$ cat src/rtl/idx_pkg.sv
package idx_pkg;

    localparam int ADDR_W = 16;
    localparam int BYTE_W = 8;
    localparam int CYC_W  = 2;
    localparam int SHORT_W = 5;
    localparam int STEP_W  = 4;

    typedef logic [ADDR_W-1:0] word_t;
    typedef logic [BYTE_W-1:0] byte_t;

    typedef enum logic [3:0] {
        FM_K5,
        FM_AUTO,
        FM_K8,
        FM_K16,
        FM_IND16,
        FM_ACC_A,
        FM_ACC_B,
        FM_ACC_D,
        FM_ACC_DIND
    } form_e;

    typedef enum logic [1:0] {
        BS_X  = 2'd0,
        BS_Y  = 2'd1,
        BS_SP = 2'd2,
        BS_PC = 2'd3
    } base_e;

    typedef struct packed {
        form_e            form;
        base_e            base;
        word_t            short_off;
        logic             post_mod;
        logic             k8_neg;
        logic             guarded;
        logic [CYC_W-1:0] extra;
    } pb_info_t;

    typedef enum logic [2:0] {
        ST_IDLE,
        ST_POST,
        ST_EXT_HI,
        ST_EXT_LO,
        ST_MEM,
        ST_FIN
    } st_e;

    function automatic word_t sext_short(input logic [SHORT_W-1:0] f);
        return {{(ADDR_W-SHORT_W){f[SHORT_W-1]}}, f};
    endfunction

    function automatic word_t auto_step(input logic [STEP_W-1:0] f);
        if (f[STEP_W-1])
            return {{(ADDR_W-STEP_W){1'b1}}, f};
        return {{(ADDR_W-STEP_W){1'b0}}, f} + word_t'(1);
    endfunction

endpackage

$ cat src/rtl/idx_decode.sv
module idx_decode
    import idx_pkg::*;
(
    input  byte_t    pb,
    output pb_info_t info
);
    always_comb begin
        info           = '0;
        info.form      = FM_K5;
        info.base      = base_e'(pb[7:6]);
        info.short_off = sext_short(pb[4:0]);
        info.post_mod  = pb[4];
        info.k8_neg    = pb[0];
        info.guarded   = 1'b0;
        info.extra     = '0;
        if (!pb[5]) begin
            info.form = FM_K5;
        end else if (pb[7:6] != 2'b11) begin
            info.form      = FM_AUTO;
            info.short_off = auto_step(pb[3:0]);
        end else begin
            info.base = base_e'(pb[4:3]);
            if (pb[2:0] == 3'b011) begin
                info.form    = FM_IND16;
                info.guarded = 1'b1;
                info.extra   = CYC_W'(1);
            end else if (!pb[2]) begin
                info.form    = pb[1] ? FM_K16 : FM_K8;
                info.guarded = 1'b1;
                info.extra   = CYC_W'(1);
            end else begin
                case (pb[1:0])
                    2'b00:   info.form = FM_ACC_A;
                    2'b01:   info.form = FM_ACC_B;
                    2'b10:   info.form = FM_ACC_D;
                    default: begin
                        info.form  = FM_ACC_DIND;
                        info.extra = CYC_W'(1);
                    end
                endcase
            end
        end
    end
endmodule

$ cat src/rtl/idx_base_sel.sv
module idx_base_sel
    import idx_pkg::*;
#(
    parameter int NUM_BASE = 4
) (
    input  word_t                         bases [NUM_BASE],
    input  logic [$clog2(NUM_BASE)-1:0]   sel,
    output word_t                         base_out
);
    always_comb begin
        base_out = '0;
        for (int i = 0; i < NUM_BASE; i++) begin
            if (sel == i[$clog2(NUM_BASE)-1:0])
                base_out = bases[i];
        end
    end
endmodule

$ cat src/rtl/idx_seq.sv
module idx_seq
    import idx_pkg::*;
(
    input  logic             clk,
    input  logic             rst,
    input  logic             start,
    input  logic             restricted,
    input  logic             byte_valid,
    input  byte_t            byte_data,
    input  pb_info_t         info,
    input  word_t            base_now,
    input  byte_t            acc_a,
    input  byte_t            acc_b,
    input  logic             mem_ack,
    input  word_t            mem_rdata,
    output logic             byte_ready,
    output logic             mem_req,
    output word_t            mem_addr,
    output logic             done,
    output word_t            ea,
    output logic             wb_en,
    output logic [1:0]       wb_sel,
    output word_t            wb_value,
    output logic             illegal_form,
    output logic [CYC_W-1:0] extra_cyc
);
    st_e              st;
    form_e            form_q;
    logic             k8neg_q;
    word_t            base_q;
    byte_t            offhi_q;
    word_t            ea_q;
    word_t            maddr_q;
    word_t            wbval_q;
    logic [1:0]       sel_q;
    logic             wbflag_q;
    logic             ill_q;
    logic [CYC_W-1:0] extra_q;

    word_t acc_d;
    word_t ext_off;
    word_t ext_sum;

    always_comb begin
        acc_d   = {acc_a, acc_b};
        ext_off = (form_q == FM_K8) ? {{BYTE_W{k8neg_q}}, byte_data}
                                    : {offhi_q, byte_data};
        ext_sum = base_q + ext_off;
    end

    always_ff @(posedge clk) begin
        if (rst) begin
            st       <= ST_IDLE;
            form_q   <= FM_K5;
            k8neg_q  <= 1'b0;
            base_q   <= '0;
            offhi_q  <= '0;
            ea_q     <= '0;
            maddr_q  <= '0;
            wbval_q  <= '0;
            sel_q    <= '0;
            wbflag_q <= 1'b0;
            ill_q    <= 1'b0;
            extra_q  <= '0;
        end else begin
            case (st)
                ST_IDLE: begin
                    if (start)
                        st <= ST_POST;
                end
                ST_POST: begin
                    if (byte_valid) begin
                        form_q   <= info.form;
                        k8neg_q  <= info.k8_neg;
                        base_q   <= base_now;
                        sel_q    <= info.base;
                        wbflag_q <= 1'b0;
                        ill_q    <= 1'b0;
                        extra_q  <= info.extra;
                        wbval_q  <= base_now + info.short_off;
                        case (info.form)
                            FM_K5: begin
                                ea_q <= base_now + info.short_off;
                                st   <= ST_FIN;
                            end
                            FM_AUTO: begin
                                wbflag_q <= 1'b1;
                                ea_q     <= info.post_mod ? base_now
                                                          : base_now + info.short_off;
                                st       <= ST_FIN;
                            end
                            FM_ACC_A: begin
                                ea_q <= base_now + {{BYTE_W{1'b0}}, acc_a};
                                st   <= ST_FIN;
                            end
                            FM_ACC_B: begin
                                ea_q <= base_now + {{BYTE_W{1'b0}}, acc_b};
                                st   <= ST_FIN;
                            end
                            FM_ACC_D: begin
                                ea_q <= base_now + acc_d;
                                st   <= ST_FIN;
                            end
                            FM_ACC_DIND: begin
                                maddr_q <= base_now + acc_d;
                                st      <= ST_MEM;
                            end
                            default: begin
                                if (restricted && info.guarded) begin
                                    ea_q    <= '0;
                                    ill_q   <= 1'b1;
                                    extra_q <= '0;
                                    st      <= ST_FIN;
                                end else begin
                                    st <= (info.form == FM_K8) ? ST_EXT_LO : ST_EXT_HI;
                                end
                            end
                        endcase
                    end
                end
                ST_EXT_HI: begin
                    if (byte_valid) begin
                        offhi_q <= byte_data;
                        st      <= ST_EXT_LO;
                    end
                end
                ST_EXT_LO: begin
                    if (byte_valid) begin
                        if (form_q == FM_IND16) begin
                            maddr_q <= ext_sum;
                            st      <= ST_MEM;
                        end else begin
                            ea_q <= ext_sum;
                            st   <= ST_FIN;
                        end
                    end
                end
                ST_MEM: begin
                    if (mem_ack) begin
                        ea_q <= mem_rdata;
                        st   <= ST_FIN;
                    end
                end
                ST_FIN: begin
                    st <= ST_IDLE;
                end
                default: st <= ST_IDLE;
            endcase
        end
    end

    always_comb begin
        byte_ready   = (st == ST_POST) || (st == ST_EXT_HI) || (st == ST_EXT_LO);
        mem_req      = (st == ST_MEM);
        mem_addr     = maddr_q;
        done         = (st == ST_FIN);
        ea           = ea_q;
        wb_en        = done && wbflag_q;
        wb_sel       = sel_q;
        wb_value     = wbval_q;
        illegal_form = done && ill_q;
        extra_cyc    = extra_q;
    end

    AST_DONE_PULSE: assert property (@(posedge clk) disable iff (rst)
        done |=> !done);
    AST_DONE_AFTER_XFER: assert property (@(posedge clk) disable iff (rst)
        $rose(done) |-> $past((byte_valid && byte_ready) || (mem_req && mem_ack)));
    AST_REJECT_ZERO: assert property (@(posedge clk) disable iff (rst)
        illegal_form |-> (ea == '0));
    AST_REJECT_NO_WB: assert property (@(posedge clk) disable iff (rst)
        illegal_form |-> !wb_en);
    AST_MEM_HOLD: assert property (@(posedge clk) disable iff (rst)
        (mem_req && !mem_ack) |=> (mem_req && $stable(mem_addr)));
    AST_REJECT_NO_EXTRA: assert property (@(posedge clk) disable iff (rst)
        illegal_form |-> (extra_cyc == '0));

endmodule

$ cat src/rtl/idx_addr_gen.sv
module idx_addr_gen
    import idx_pkg::*;
(
    input  logic             clk,
    input  logic             rst,
    input  logic             start,
    input  logic             restricted,
    input  logic             byte_valid,
    output logic             byte_ready,
    input  logic [7:0]       byte_data,
    input  logic [15:0]      reg_x,
    input  logic [15:0]      reg_y,
    input  logic [15:0]      reg_sp,
    input  logic [15:0]      reg_pc,
    input  logic [7:0]       acc_a,
    input  logic [7:0]       acc_b,
    output logic             mem_req,
    output logic [15:0]      mem_addr,
    input  logic             mem_ack,
    input  logic [15:0]      mem_rdata,
    output logic             done,
    output logic [15:0]      ea,
    output logic             wb_en,
    output logic [1:0]       wb_sel,
    output logic [15:0]      wb_value,
    output logic             illegal_form,
    output logic [1:0]       extra_cyc
);
    localparam int NUM_BASE = 4;

    pb_info_t info;
    word_t    bases [NUM_BASE];
    word_t    base_now;

    always_comb begin
        bases[BS_X]  = reg_x;
        bases[BS_Y]  = reg_y;
        bases[BS_SP] = reg_sp;
        bases[BS_PC] = reg_pc;
    end

    idx_decode u_decode (
        .pb   (byte_data),
        .info (info)
    );

    idx_base_sel #(.NUM_BASE(NUM_BASE)) u_base_sel (
        .bases    (bases),
        .sel      (info.base),
        .base_out (base_now)
    );

    idx_seq u_seq (
        .clk          (clk),
        .rst          (rst),
        .start        (start),
        .restricted   (restricted),
        .byte_valid   (byte_valid),
        .byte_data    (byte_data),
        .info         (info),
        .base_now     (base_now),
        .acc_a        (acc_a),
        .acc_b        (acc_b),
        .mem_ack      (mem_ack),
        .mem_rdata    (mem_rdata),
        .byte_ready   (byte_ready),
        .mem_req      (mem_req),
        .mem_addr     (mem_addr),
        .done         (done),
        .ea           (ea),
        .wb_en        (wb_en),
        .wb_sel       (wb_sel),
        .wb_value     (wb_value),
        .illegal_form (illegal_form),
        .extra_cyc    (extra_cyc)
    );
endmodule

$ cat config.mk
export PLATFORM = sky130hd
export DESIGN_NAME = idx_addr_gen
export DESIGN_NICKNAME = d
export VERILOG_FILES = /design/src/rtl/idx_pkg.sv /design/src/rtl/idx_decode.sv /design/src/rtl/idx_base_sel.sv /design/src/rtl/idx_seq.sv /design/src/rtl/idx_addr_gen.sv
export SDC_FILE = /design/constraint.sdc
export NUM_CORES = 1
export LEC_CHECK = 0
export BUFFER_PORTS_ARGS = -buffer_cell sky130_fd_sc_hd__buf_4
export CAP_MARGIN = 20
export CORE_MARGIN = 4
export CORE_UTILIZATION = 50
export DETAILED_ROUTE_END_ITERATION = 10
export PLACE_DENSITY = 0.87
export SLEW_MARGIN = 25
export SYNTH_ARGS = -nofsm -noshare
export SYNTH_HDL_FRONTEND = slang
export SYNTH_SLANG_ARGS = --single-unit
$ cat constraint.sdc
create_clock -name clk -period 6.2 [get_ports clk]
set_input_delay 0.93 -clock clk [delete_from_list [all_inputs] [get_ports clk]]
set_output_delay 0.93 -clock clk [all_outputs]
set_load 0.03 [all_outputs]
==> impl_metrics.tcl <==
set metrics [dict create \
    design_area_sq_um 8780 \
    h-tree-depth 3 \
    grt_pass1_vias 7615 \
    synth_cell_types 68 \
    grt_max_degree 86 \
    synthXorXnorAreaFrac 0.0588 \
    cts_tree "built" \
    die_height_um 128 \
    period_needed_ns 5.34 \
    antenna_left 0 \
    rsz0062_at_grt "no" \
    gr-total-overflow 0 \
    drtPass1Iterations 8 \
    worst_clock_skew_ns 0.0107 \
    synth.area.top_cells "dfxtp_1 24%, ha_1 10%, nand2_1 6.6%" \
    top_usage_layer "met2" \
    ys_ff_latch 85 \
    cts_root_buffer "clkbuf_16" \
    hold_class "reg -> reg" \
    yosysTopAreaCellShare 0.238 \
    clkLatencyLatePin_ns 0.35 \
    yosysMostFrequentCell "nand2_1" \
    viasPerCell 6.29 \
    initial_core_util 0.513 \
    port_buffers 165 \
    rows 43 \
    wl_per_cell_um 20.1 \
    worst_slew_pin_slew_ns 1.01 \
    relSlewSlack 0.308 \
    cts_buffers 9 \
    postCtsSetupRepairBufs 0 \
    chipWidth_um 128 \
    synth_top_family_by_area "compound AO/OA/AOI/OAI gates" \
    syn_to_final_growth_pct 22.8 \
    hold_buffers 0 \
    die_area_sq_um 16300 \
    drive_gt1_frac 0.210 \
    fmax_mhz 187 \
    cp.required_ns 6.39 \
    startpoint_type "primary input" \
    report.final.hold_viol_count 0 \
    clk_pin_slew_ns 0.07 \
    core_area_sq_um 13900 \
    drt_wl_total_um 25100 \
    syn_avg_cell_area_sq_um 7.69 \
    dp.final_hpwl_um 20000 \
    synth_flop_cell "dfxtp_1" \
    vdd_ir_drop_max_mv 0.136 \
    synth-simple-area-share 0.216 \
    holdWs_ns 0.457 \
    ctsResizeCount 0 \
    nNetsFinal 1235 \
    syn_area_sq_um 7150 \
    use_met1 0.386 \
    num_antenna_cells 0 \
    synthCells 930 \
    antenna_found_initial 0 \
    initialDrtViolationCount 1174 \
    synthesis.nets 1101 \
    dpl_cell_area_sq_um 8480 \
    synth_mux_area_frac 0.0840 \
    yosys_warnings 0 \
    cts_buffer_depth 2 \
    grt_pass1_wl_um 39200 \
    synth_fa_ha_area_frac 0.111 \
    leakage_nw 3.78 \
    cp_max_fo 13 \
    cp.arrival_ns 5.54 \
    drv_cap 0 \
    drc 0 \
    io_pins 167 \
    regToRegSetupSlack_ns 2.80 \
    fillers 1245 \
    setup_viol 0 \
    async_reset_ff_frac 0 \
    setup_tns_ns 0 \
    synth_compound_area_frac 0.251 \
    power.density_nw_per_um2 225 \
    fin_crit_sh 0.862 \
    yosys.area.top_type "dfxtp_1" \
    via_count 7852 \
    gp_congestion 1.04 \
    status "completed" \
    finalMaxSlewViolations 0 \
    met3_usage 0.0681 \
    track_usage 0.302 \
    crit_path_end_kind "flip-flop" \
    ys_seq_area_frac 0.238 \
    finalPower_mw 1.98 \
    synth_common_cells "125 x nand2_1, 107 x nor2_1, 85 x a21oi_1, 85 x dfxtp_1, 57 x ha_1" \
    cts_sinks 85 \
    grt_util_met2 0.478 \
    crit_type "in -> reg" \
    synth_edf_count 0 \
]
==> layout make-up <==
type                    instances  area [sq um]  area share
multi-input cells             771          5170       0.589
clock buffers                   9           225      0.0257
flip-flops and latches         85          1700       0.194
well taps                     180           225      0.0257
repair buffers                172          1290       0.147
inverters                      25          93.8      0.0107
clock inverters                 7          67.6     0.00770
==> flip-flops by register name, indices dropped and copies added (netlist names), 2 cells and up <==
| register | cells |
|---|---|
| u_seq.form_q | 4 |
| u_seq.ea | 16 |
| u_seq.mem_addr | 16 |
| u_seq.wb_sel | 2 |
| u_seq.st | 3 |
| u_seq.offhi_q | 8 |
| u_seq.wb_value | 16 |
| u_seq.base_q | 16 |
==> layout by cell type, fill, tap and decap left out, types with 5 or more instances in the layout <==
| cell | netlist | routed |
|---|---|---|
| o21ai_0 | 36 | 36 |
| o21a_1 | 6 | 6 |
| and2_1 | 11 | 11 |
| o31ai_1 | 8 | 7 |
| nor2b_1 | 13 | 13 |
| a2111oi_0 | 6 | 6 |
| ha_1 | 57 | 57 |
| xor2_1 | 16 | 16 |
| a311oi_1 | 5 | 5 |
| a21oi_1 | 85 | 85 |
| nand2_1 | 125 | 125 |
| o21bai_1 | 8 | 8 |
| nor3_1 | 34 | 34 |
| a211o_1 | 5 | 5 |
| a31oi_1 | 13 | 12 |
| o211ai_1 | 11 | 11 |
| nor4_1 | 6 | 6 |
| mux2_2 | 14 | 14 |
| nand4_1 | 7 | 7 |
| inv_1 | 25 | 25 |
| a211oi_1 | 27 | 27 |
| a221oi_1 | 9 | 9 |
| nand3_1 | 17 | 17 |
| clkbuf_16 | 0 | 9 |
| nor2_1 | 107 | 106 |
| buf_4 | 1 | 172 |
| xnor2_1 | 32 | 32 |
| mux2i_1 | 24 | 24 |
| a21o_1 | 14 | 14 |
| mux4_2 | 9 | 9 |
| dfxtp_1 | 85 | 85 |
==> layer usage <==
metal  wire length (um)  share of wire
met5                  0              0
met4               1390          0.055
met3               2920           0.12
met2              11100           0.44
met1               9710           0.39
==> cells by family after synthesis <==
logic type	count (synthesis)
and+or+nand+nor	343
AOI/OAI and AO/OA	271
DFF	85
buffers and inverters	74
adders and majority gates	61
xor gates and xnor gates	48
muxes	47
other	1
==> through the flow <==
step                      setup WS (ns)  instances  utilization
after global placement            0.903       1233        0.608
after detailed placement          0.740       1233        0.608
final                             0.856       1249        0.630
after global routing              0.617       1249        0.630
after floorplan                    1.63        930            -
after CTS                          1.03       1249        0.629
==> path summary, 6_finish.rpt <==
check,startpoint,end,depth (start not counted)
worst max register to register,u_seq.form_q[0]$_SDFFE_PP0P_,u_seq.ea[15]$_SDFFE_PP0P_,14
worst max-delay path,byte_data[0],u_seq.ea[6]$_SDFFE_PP0P_,19
worst min-delay path,u_seq.ill_q$_SDFFE_PP0P_,u_seq.ill_q$_SDFFE_PP0P_,2
worst min register to register,u_seq.ill_q$_SDFFE_PP0P_,u_seq.ill_q$_SDFFE_PP0P_,2
==> where the power goes <==
group	switching [mW]	internal, mW	leakage, nW
sequential	0.0212	0.575	0.691
combinational	0.523	0.328	2.95
clock	0.250	0.281	0.133
==> critical path, stage by stage <==
cell,delay [ns]
buf_4,0.15
ha_1,0.43
ha_1,0.25
inv_1,0.05
a41oi_1,0.18
buf_4,0.18
nand4_1,0.43
mux2_2,0.45
ha_1,0.23
fa_1,0.46
a21oi_1,0.19
o21ai_0,0.15
o21a_1,0.19
nor2_1,0.11
xnor2_1,0.10
a221oi_1,0.35
nor2_1,0.07
a2111oi_0,0.49
nor3_1,0.12
No activity file was read; power rests on OpenSTA's default activity.
